### src/rtl/gpio_pkg.sv
package gpio_pkg;
  localparam int unsigned REG_ADDR_W = 3;

  localparam logic [REG_ADDR_W-1:0] A_MODE_LO = 3'd0;
  localparam logic [REG_ADDR_W-1:0] A_MODE_HI = 3'd1;
  localparam logic [REG_ADDR_W-1:0] A_LO_SET  = 3'd2;
  localparam logic [REG_ADDR_W-1:0] A_LO_CLR  = 3'd3;
  localparam logic [REG_ADDR_W-1:0] A_HI_SET  = 3'd4;
  localparam logic [REG_ADDR_W-1:0] A_HI_CLR  = 3'd5;
  localparam logic [REG_ADDR_W-1:0] A_PINS    = 3'd6;

  // pin mode code is {M1, M0}
  localparam logic [1:0] PM_HIZ  = 2'b00;
  localparam logic [1:0] PM_FUNC = 2'b01;
  localparam logic [1:0] PM_LOW  = 2'b10;
  localparam logic [1:0] PM_HIGH = 2'b11;
endpackage

### src/rtl/gpio_sync.sv
module gpio_sync #(
  parameter int unsigned WIDTH  = 12,
  parameter int unsigned STAGES = 2
) (
  input  logic             clk,
  input  logic             rst,
  input  logic [WIDTH-1:0] din,
  output logic [WIDTH-1:0] dout
);
  logic [WIDTH-1:0] chain [STAGES];

  always_ff @(posedge clk) begin
    if (rst) begin
      for (int s = 0; s < STAGES; s++) chain[s] <= '0;
    end else begin
      chain[0] <= din;
      for (int s = 1; s < STAGES; s++) chain[s] <= chain[s-1];
    end
  end

  assign dout = chain[STAGES-1];
endmodule

### src/rtl/gpio_mode_regs.sv
module gpio_mode_regs
  import gpio_pkg::*;
#(
  parameter int unsigned NUM_PINS = 12
) (
  input  logic                  clk,
  input  logic                  rst,
  input  logic                  we,
  input  logic [REG_ADDR_W-1:0] addr,
  input  logic [NUM_PINS-1:0]   wdata,
  output logic [NUM_PINS-1:0]   mode_lo,
  output logic [NUM_PINS-1:0]   mode_hi
);
  always_ff @(posedge clk) begin
    if (rst) begin
      mode_lo <= '0;
      mode_hi <= '0;
    end else if (we) begin
      case (addr)
        A_MODE_LO: mode_lo <= wdata;
        A_MODE_HI: mode_hi <= wdata;
        A_LO_SET:  mode_lo <= mode_lo | wdata;
        A_LO_CLR:  mode_lo <= mode_lo & ~wdata;
        A_HI_SET:  mode_hi <= mode_hi | wdata;
        A_HI_CLR:  mode_hi <= mode_hi & ~wdata;
        default:   ;
      endcase
    end
  end
endmodule

### src/rtl/gpio_pad_mux.sv
module gpio_pad_mux
  import gpio_pkg::*;
#(
  parameter int unsigned NUM_PINS      = 12,
  parameter int unsigned NUM_DEDICATED = 4
) (
  input  logic                clk,
  input  logic                rst,
  input  logic [NUM_PINS-1:0] mode_lo,
  input  logic [NUM_PINS-1:0] mode_hi,
  input  logic [NUM_PINS-1:0] func_out,
  input  logic [NUM_PINS-1:0] func_oe,
  output logic [NUM_PINS-1:0] pad_out,
  output logic [NUM_PINS-1:0] pad_oe
);
  localparam int unsigned FIRST_DED = NUM_PINS - NUM_DEDICATED;

  for (genvar i = 0; i < NUM_PINS; i++) begin : g_pin
    logic [1:0] code;
    assign code = {mode_hi[i], mode_lo[i]};

    if (i >= FIRST_DED) begin : g_gpio_only
      always_ff @(posedge clk) begin
        if (rst) begin
          pad_out[i] <= 1'b0;
          pad_oe[i]  <= 1'b0;
        end else begin
          case (code)
            PM_LOW:  begin pad_out[i] <= 1'b0; pad_oe[i] <= 1'b1; end
            PM_HIGH: begin pad_out[i] <= 1'b1; pad_oe[i] <= 1'b1; end
            default: begin pad_out[i] <= 1'b0; pad_oe[i] <= 1'b0; end
          endcase
        end
      end
    end else begin : g_dual
      always_ff @(posedge clk) begin
        if (rst) begin
          pad_out[i] <= 1'b0;
          pad_oe[i]  <= 1'b0;
        end else begin
          case (code)
            PM_HIZ:  begin pad_out[i] <= 1'b0;        pad_oe[i] <= 1'b0;       end
            PM_FUNC: begin pad_out[i] <= func_out[i]; pad_oe[i] <= func_oe[i]; end
            PM_LOW:  begin pad_out[i] <= 1'b0;        pad_oe[i] <= 1'b1;       end
            default: begin pad_out[i] <= 1'b1;        pad_oe[i] <= 1'b1;       end
          endcase
        end
      end
    end
  end
endmodule

### src/rtl/gpio_mode_port.sv
module gpio_mode_port
  import gpio_pkg::*;
#(
  parameter int unsigned NUM_PINS      = 12,
  parameter int unsigned NUM_DEDICATED = 4,
  parameter int unsigned SYNC_STAGES   = 2
) (
  input  logic                  clk,
  input  logic                  rst,
  input  logic                  reg_we,
  input  logic [REG_ADDR_W-1:0] reg_addr,
  input  logic [NUM_PINS-1:0]   reg_wdata,
  output logic [NUM_PINS-1:0]   reg_rdata,
  input  logic [NUM_PINS-1:0]   func_out,
  input  logic [NUM_PINS-1:0]   func_oe,
  input  logic [NUM_PINS-1:0]   pad_in,
  output logic [NUM_PINS-1:0]   pad_out,
  output logic [NUM_PINS-1:0]   pad_oe
);
  logic [NUM_PINS-1:0] mode_lo;
  logic [NUM_PINS-1:0] mode_hi;
  logic [NUM_PINS-1:0] pin_level;

  gpio_mode_regs #(.NUM_PINS(NUM_PINS)) u_regs (
    .clk     (clk),
    .rst     (rst),
    .we      (reg_we),
    .addr    (reg_addr),
    .wdata   (reg_wdata),
    .mode_lo (mode_lo),
    .mode_hi (mode_hi)
  );

  gpio_pad_mux #(
    .NUM_PINS      (NUM_PINS),
    .NUM_DEDICATED (NUM_DEDICATED)
  ) u_mux (
    .clk      (clk),
    .rst      (rst),
    .mode_lo  (mode_lo),
    .mode_hi  (mode_hi),
    .func_out (func_out),
    .func_oe  (func_oe),
    .pad_out  (pad_out),
    .pad_oe   (pad_oe)
  );

  gpio_sync #(.WIDTH(NUM_PINS), .STAGES(SYNC_STAGES)) u_sync (
    .clk  (clk),
    .rst  (rst),
    .din  (pad_in),
    .dout (pin_level)
  );

  always_ff @(posedge clk) begin
    if (rst) begin
      reg_rdata <= '0;
    end else begin
      case (reg_addr)
        A_MODE_LO: reg_rdata <= mode_lo;
        A_MODE_HI: reg_rdata <= mode_hi;
        A_PINS:    reg_rdata <= pin_level;
        default:   reg_rdata <= '0;
      endcase
    end
  end
endmodule

### config.mk
export PLATFORM = sky130hd
export DESIGN_NAME = gpio_mode_port
export DESIGN_NICKNAME = d
export VERILOG_FILES = /design/src/rtl/gpio_pkg.sv /design/src/rtl/gpio_sync.sv /design/src/rtl/gpio_mode_regs.sv /design/src/rtl/gpio_pad_mux.sv /design/src/rtl/gpio_mode_port.sv
export SDC_FILE = /design/constraint.sdc
export NUM_CORES = 1
export LEC_CHECK = 0
export BUFFER_PORTS_ARGS = -buffer_cell sky130_fd_sc_hd__buf_2
export CAP_MARGIN = 30
export CORE_UTILIZATION = 51
export DETAILED_ROUTE_END_ITERATION = 12
export PLACE_DENSITY = 0.84
export SLEW_MARGIN = 20
export SYNTH_ARGS = -nofsm -noshare
export SYNTH_HDL_FRONTEND = slang
export SYNTH_SLANG_ARGS = --single-unit
### constraint.sdc
create_clock -name clk -period 1.2 [get_ports clk]
set_input_delay 0.12 -clock clk [delete_from_list [all_inputs] [get_ports clk]]
set_output_delay 0.12 -clock clk [all_outputs]
set_load 0.1 [all_outputs]
# ---- After elaboration in Yosys (flattened, before gate mapping)
# Memories as Yosys holds them, arrays and structs flattened.
# Cells that the tools add are included.
dict set report op_classes {
  bitwise_logic 7
  eq_ne 30
  n_mux 32
  reduce_logical 25
}
# operator n
set op_table {}
lappend op_table {{$pmux 12 s3} 3}
lappend op_table {{$eq 2x2->1 const B} 16}
lappend op_table {{$pmux 1 s2} 16}
lappend op_table {{$and 12x12->12} 2}
lappend op_table {{$mux 12} 2}
lappend op_table {{$or 12x12->12} 2}
lappend op_table {{$reduce_or 2->1} 12}
lappend op_table {{$eq 2x1->1 const B} 8}
lappend op_table {{$logic_not 2->1} 8}
lappend op_table {{$not 12->12} 1}
lappend op_table {{$mux 1} 11}
lappend op_table {{$eq 3x3->1 const B} 3}
lappend op_table {{$eq 3x2->1 const B} 2}
lappend op_table {{$reduce_bool 3->1} 2}
lappend op_table {{$reduce_and 2->1} 2}
lappend op_table {{$eq 3x1->1 const B} 1}
lappend op_table {{$logic_not 3->1} 1}
lappend op_table {{$or 1x1->1} 2}
dict set report word_totals {
  ff_bits 60
  ram_bits 24
  inputBits 54
  memories 1
  wordCells 122
}
# name depth width rd rd_clocked_by_memory_dff write_ports line
set memory_table {}
lappend memory_table {u_sync.chain 2 12 2 0 2 gpio_sync.sv:10} ;# logic [WIDTH-1:0] chain [STAGES];

# ---- Depth between registers and ports, before layout
dict set report depth {
  ltp_word 3
  ltp_mapped 5
  mapped_depth_nobuf 3
}

# ---- By module
# Synthesis repeated with hierarchy kept, for this count alone.
dict set report hier_totals {
  cells_unflattened 291
  area_unflattened_um2 3178.0
}
# module instances seq_area_each_um2 area_per_inst_um2 cells_each
set by_module_without_submodules {}
lappend by_module_without_submodules {gpio_mode_regs 1 480.5 1084.8 92}
lappend by_module_without_submodules {gpio_sync 1 480.5 783.3 62}
lappend by_module_without_submodules {gpio_pad_mux 1 480.5 730.7 66}
lappend by_module_without_submodules {gpio_mode_port 1 240.2 579.3 71}

# ---- Worst setup path after synthesis
# OpenSTA, ideal clock, no wires.
dict set report synth_timing {
  kind {register -> output}
  from {register u_mux.pad_oe[0]}
  to {output pad_oe[0]}
  path_stages_with_launch 1
  path_buffers 0
  t_required_ns 1.080
  arrival_ns 0.909
  path_slack_ns 0.171
  cell_sequence {dfxtp_1}
}
# element line
set synth_rtl {}
lappend synth_rtl {{start: declaration} gpio_pad_mux.sv:14} ;# output logic [NUM_PINS-1:0] pad_oe
lappend synth_rtl {{start signal: indexed assignment} gpio_pad_mux.sv:43} ;# PM_FUNC: begin pad_out[i] <= func_out[i]; pad_oe[i] <= func_oe[i]; end
lappend synth_rtl {{end: declaration} gpio_mode_port.sv:18} ;# output logic [NUM_PINS-1:0] pad_oe
# No word-level cell between the ends.

# ---- Worst setup path after layout
dict set report layout_timing {
  from {register u_mux.pad_oe[3]}
  to {output pad_oe[3]}
}
# No word-level cell between the ends.

==> run_results.csv <==
group,metric,value,unit
global_route,first_global_vias,2543,
die,die_w,81.50,um
die,core-area,5991,sq um
timing,finClkSkew,0.004983,ns
placement,port_buffers,81,
placement,gp_congestion,0.8686,
detailed_routing,wire_per_inst,15.32,um
worst_hold_path,min_delay_path_depth,2,
detailed_routing,vias,2635,
clocking,cts_inserted_buffers,9,
timing,rsz0062_at_grt,"no",
placement,postPlaceCellArea,3741,sq um
clocking,cts_tree,"yes",
die,fp-row-count,28,
setup_path,path_max_fanout,1,
setup_path,slowest_stage,"dfxtp_1",
setup_path,worstPathRequired,1.08,ns
setup_path,r2r_slack,0.15,ns
timing,slew_violations,0,
yosys,seq_area_frac_synth,52.17,%
detailed_routing,drt-total-wl,7.493,mm
die,ioPinCount,90,
placement,hpwl,4.889,mm
setup_path,crit_path_end_kind,"output pin",
yosys,synth_area,3223,sq um
final_layout,finalCoreUtilization,71.01,%
clocking,cts_buffer_depth,2,
detailed_routing,ant_nets,0,
setup_path,critPathKind,"flip-flop to output pin",
timing,period_share,92.49,%
yosys,synth_ff_type,"dfxtp_1",
setup_path,crit_chain,"buf_4",
yosys,synth.distinct_cells,38,
worst_hold_path,hold_class,"input port to flip-flop",
yosys,synth_seq_cells,84,
timing,slew_headroom,45.43,%
final_layout,nets,463,
flow_run,maxCapViolations,0,
setup_path,startpoint_type,"flip-flop",
timing,hold_viol,0,
setup_path,reg2reg_to,"reg_rdata[1]",
setup_path,crit_buf_inv,1,
final_layout,area_growth_syn_to_layout,31.99,%
detailed_routing,firstDrtPassIters,4,
clocking,cts.clk_slew.worst_paths,0.08,ns
detailed_routing,post-route-drc-count,0,
clocking,cts-root-buf,"clkbuf_8",
placement,dp_worst_setup_slack,-0.1591,ns
timing,worst_pin_slew,0.8141,ns
global_route,grt_antenna_before_repair,0,
yosys,yosysWarnings,0,
timing,period_needed,1.110,ns
setup_path,crit_arrival,0.99,ns
worst_hold_path,min_to,"u_mux.pad_out[3]",
yosys,synth_cells,298,
setup_path,crit_family,"flip-flops",
clocking,cts_sinks,84,
power,powerDensity,1323,nW/um^2
clocking,clkLatencyLatePin,0.35,ns
yosys,postSynthAreaPerCell,10.82,sq um
global_route,grt_max_degree,28,
timing,fmax,901.0,MHz
power,fin_total_pwr,5.627,mW
clocking,postCtsSetupRepairBufs,0,
setup_path,r2r-start,"u_regs.mode_lo[1]",
final_layout,antenna_cells,0,
clocking,h-tree-depth,3,
setup_path,slowest_delay,0.35,ns
yosys,yosysTopAreaCell,"dfxtp_1",
yosys,yosys-top-cells-area,"dfxtp_1 52%, nor2b_1 8.0%, o21ba_1 3.4%",
timing,setup_viol,0,
final_layout,layout_common_cells,"84 x dfxtp_1, 45 x buf_2, 44 x buf_4",
die,initial_utilization,53.80,%
yosys,postSynth.asyncResetShare,0,%
final_layout,fill_cells,429,
yosys,syn_nets,352,
die,die_h,81.50,um
die,die_area,6641,sq um
timing,layout_setup_ws,0.09013,ns
final_layout,fin_area,4254,sq um
setup_path,r2r.worst_path.cells,3,
worst_hold_path,worstHoldStart,"func_out[3]",
global_route,gr-total-overflow,0,
status,status,"finished, final reports clean",
power,leakage,1.889,nW
detailed_routing,viasPerCell,5.389,
final_layout,drive_above_1_share,32.37,%
yosys,synth_top_area_share,52.17,%
final_layout,final_common_cell,"dfxtp_1",
global_route,grt_use_total,24.39,%
yosys,synth_edf_count,0,
global_route,grt_pass1_wl,11.90,mm
power,ir_drop,858.4,uV
detailed_routing,drt_iter0_drc,186,
-- synth_stat cells, types with 2 or more instances --
cell      count
a32o_1        9
a22oi_2       6
mux2_1        6
o211a_1       8
nor2_1       20
a22oi_1       6
nand2b_1      3
buf_4         6
mux2_4        6
o221ai_1     11
o21ai_0       3
and2_1        4
buf_6         2
a21oi_1      19
o21ba_1      11
a22o_1        3
o21ai_1      20
dfxtp_1      84
buf_2        11
buf_1         2
nor2b_1      41
-- power breakdown --
part	leakage (nW)	internal, mW	switching, mW
Sequential	0.684	2.87	0.0476
Combinational	1.11	0.313	0.414
Clock	0.0962	0.962	1.02
-- layer usage --
layer	vias up	GRT usage, %	share of wire [%]
met5	-	0	0
met4	0	13.57	2.1
met3	13	4.556	5.8
met2	101	40.17	50
met1	1236	29.91	42
li1	1285	-	-
-- metrics by stage --
stage	TNS (ns)	hold WS, ns	cells
6_report	0	0.01021	489
3_3_place_gp	-1.120	0.3317	450
3_5_place_dp	-2.663	0.3335	450
2_1_floorplan	0	0.2104	298
4_1_cts	0	0.006336	489
5_1_grt	0	0.005717	489
-- layout make-up --
class	instances	area, sq um	share of cell area [%]
Clock buffer	10	127.6	3.000
Clock inverter	6	65.06	1.529
Inverter	1	3.754	0.08824
Multi-Input combinational cell	190	1389	32.65
Sequential cell	84	1682	39.53
Tap cell	75	93.84	2.206
Timing Repair Buffer	123	893.4	21.00
-- flip-flops by register name, summed over array words and instances, names as in the netlist --
signal / count
reg_rdata: 12
u_regs.mode_hi: 12
u_sync.chain: 24
u_regs.mode_lo: 12
u_mux.pad_oe: 12
u_mux.pad_out: 12
-- logic make-up after synthesis --
family,share of synthesized area (%)
AOI/OAI and AO/OA,23.68
and+or+nand+nor,14.25
buffers and inverters,4.736
muxes,4.891
DFF,52.17
xor gates and xnor gates,0.2718
-- worst max-delay path by stage --
stage / start / endpoint / slack [ns] / cells past startpoint
2_1_floorplan: u_mux.pad_oe[0] / pad_oe[0] / 0.17 / 0
3_3_place_gp: reg_addr[0] / reg_rdata[1] / -0.09 / 6
3_5_place_dp: reg_addr[1] / u_regs.mode_hi[8] / -0.16 / 4
4_1_cts: u_mux.pad_out[8] / pad_out[8] / 0.0001 / 1
5_1_grt: u_mux.pad_out[8] / pad_out[8] / 0.05 / 1
6_report: u_mux.pad_oe[3] / pad_oe[3] / 0.09 / 1
-- what timing repair did --
item | 4_1_cts | 5_1_grt
cloned | 0 | 0
hold buffers | 23 | 0
endpoints found under the setup margin | 27 | 9
hold endpoints to repair | 23 | 0
resized for setup | 27 | 9
(Power assumes the default switching activity.)
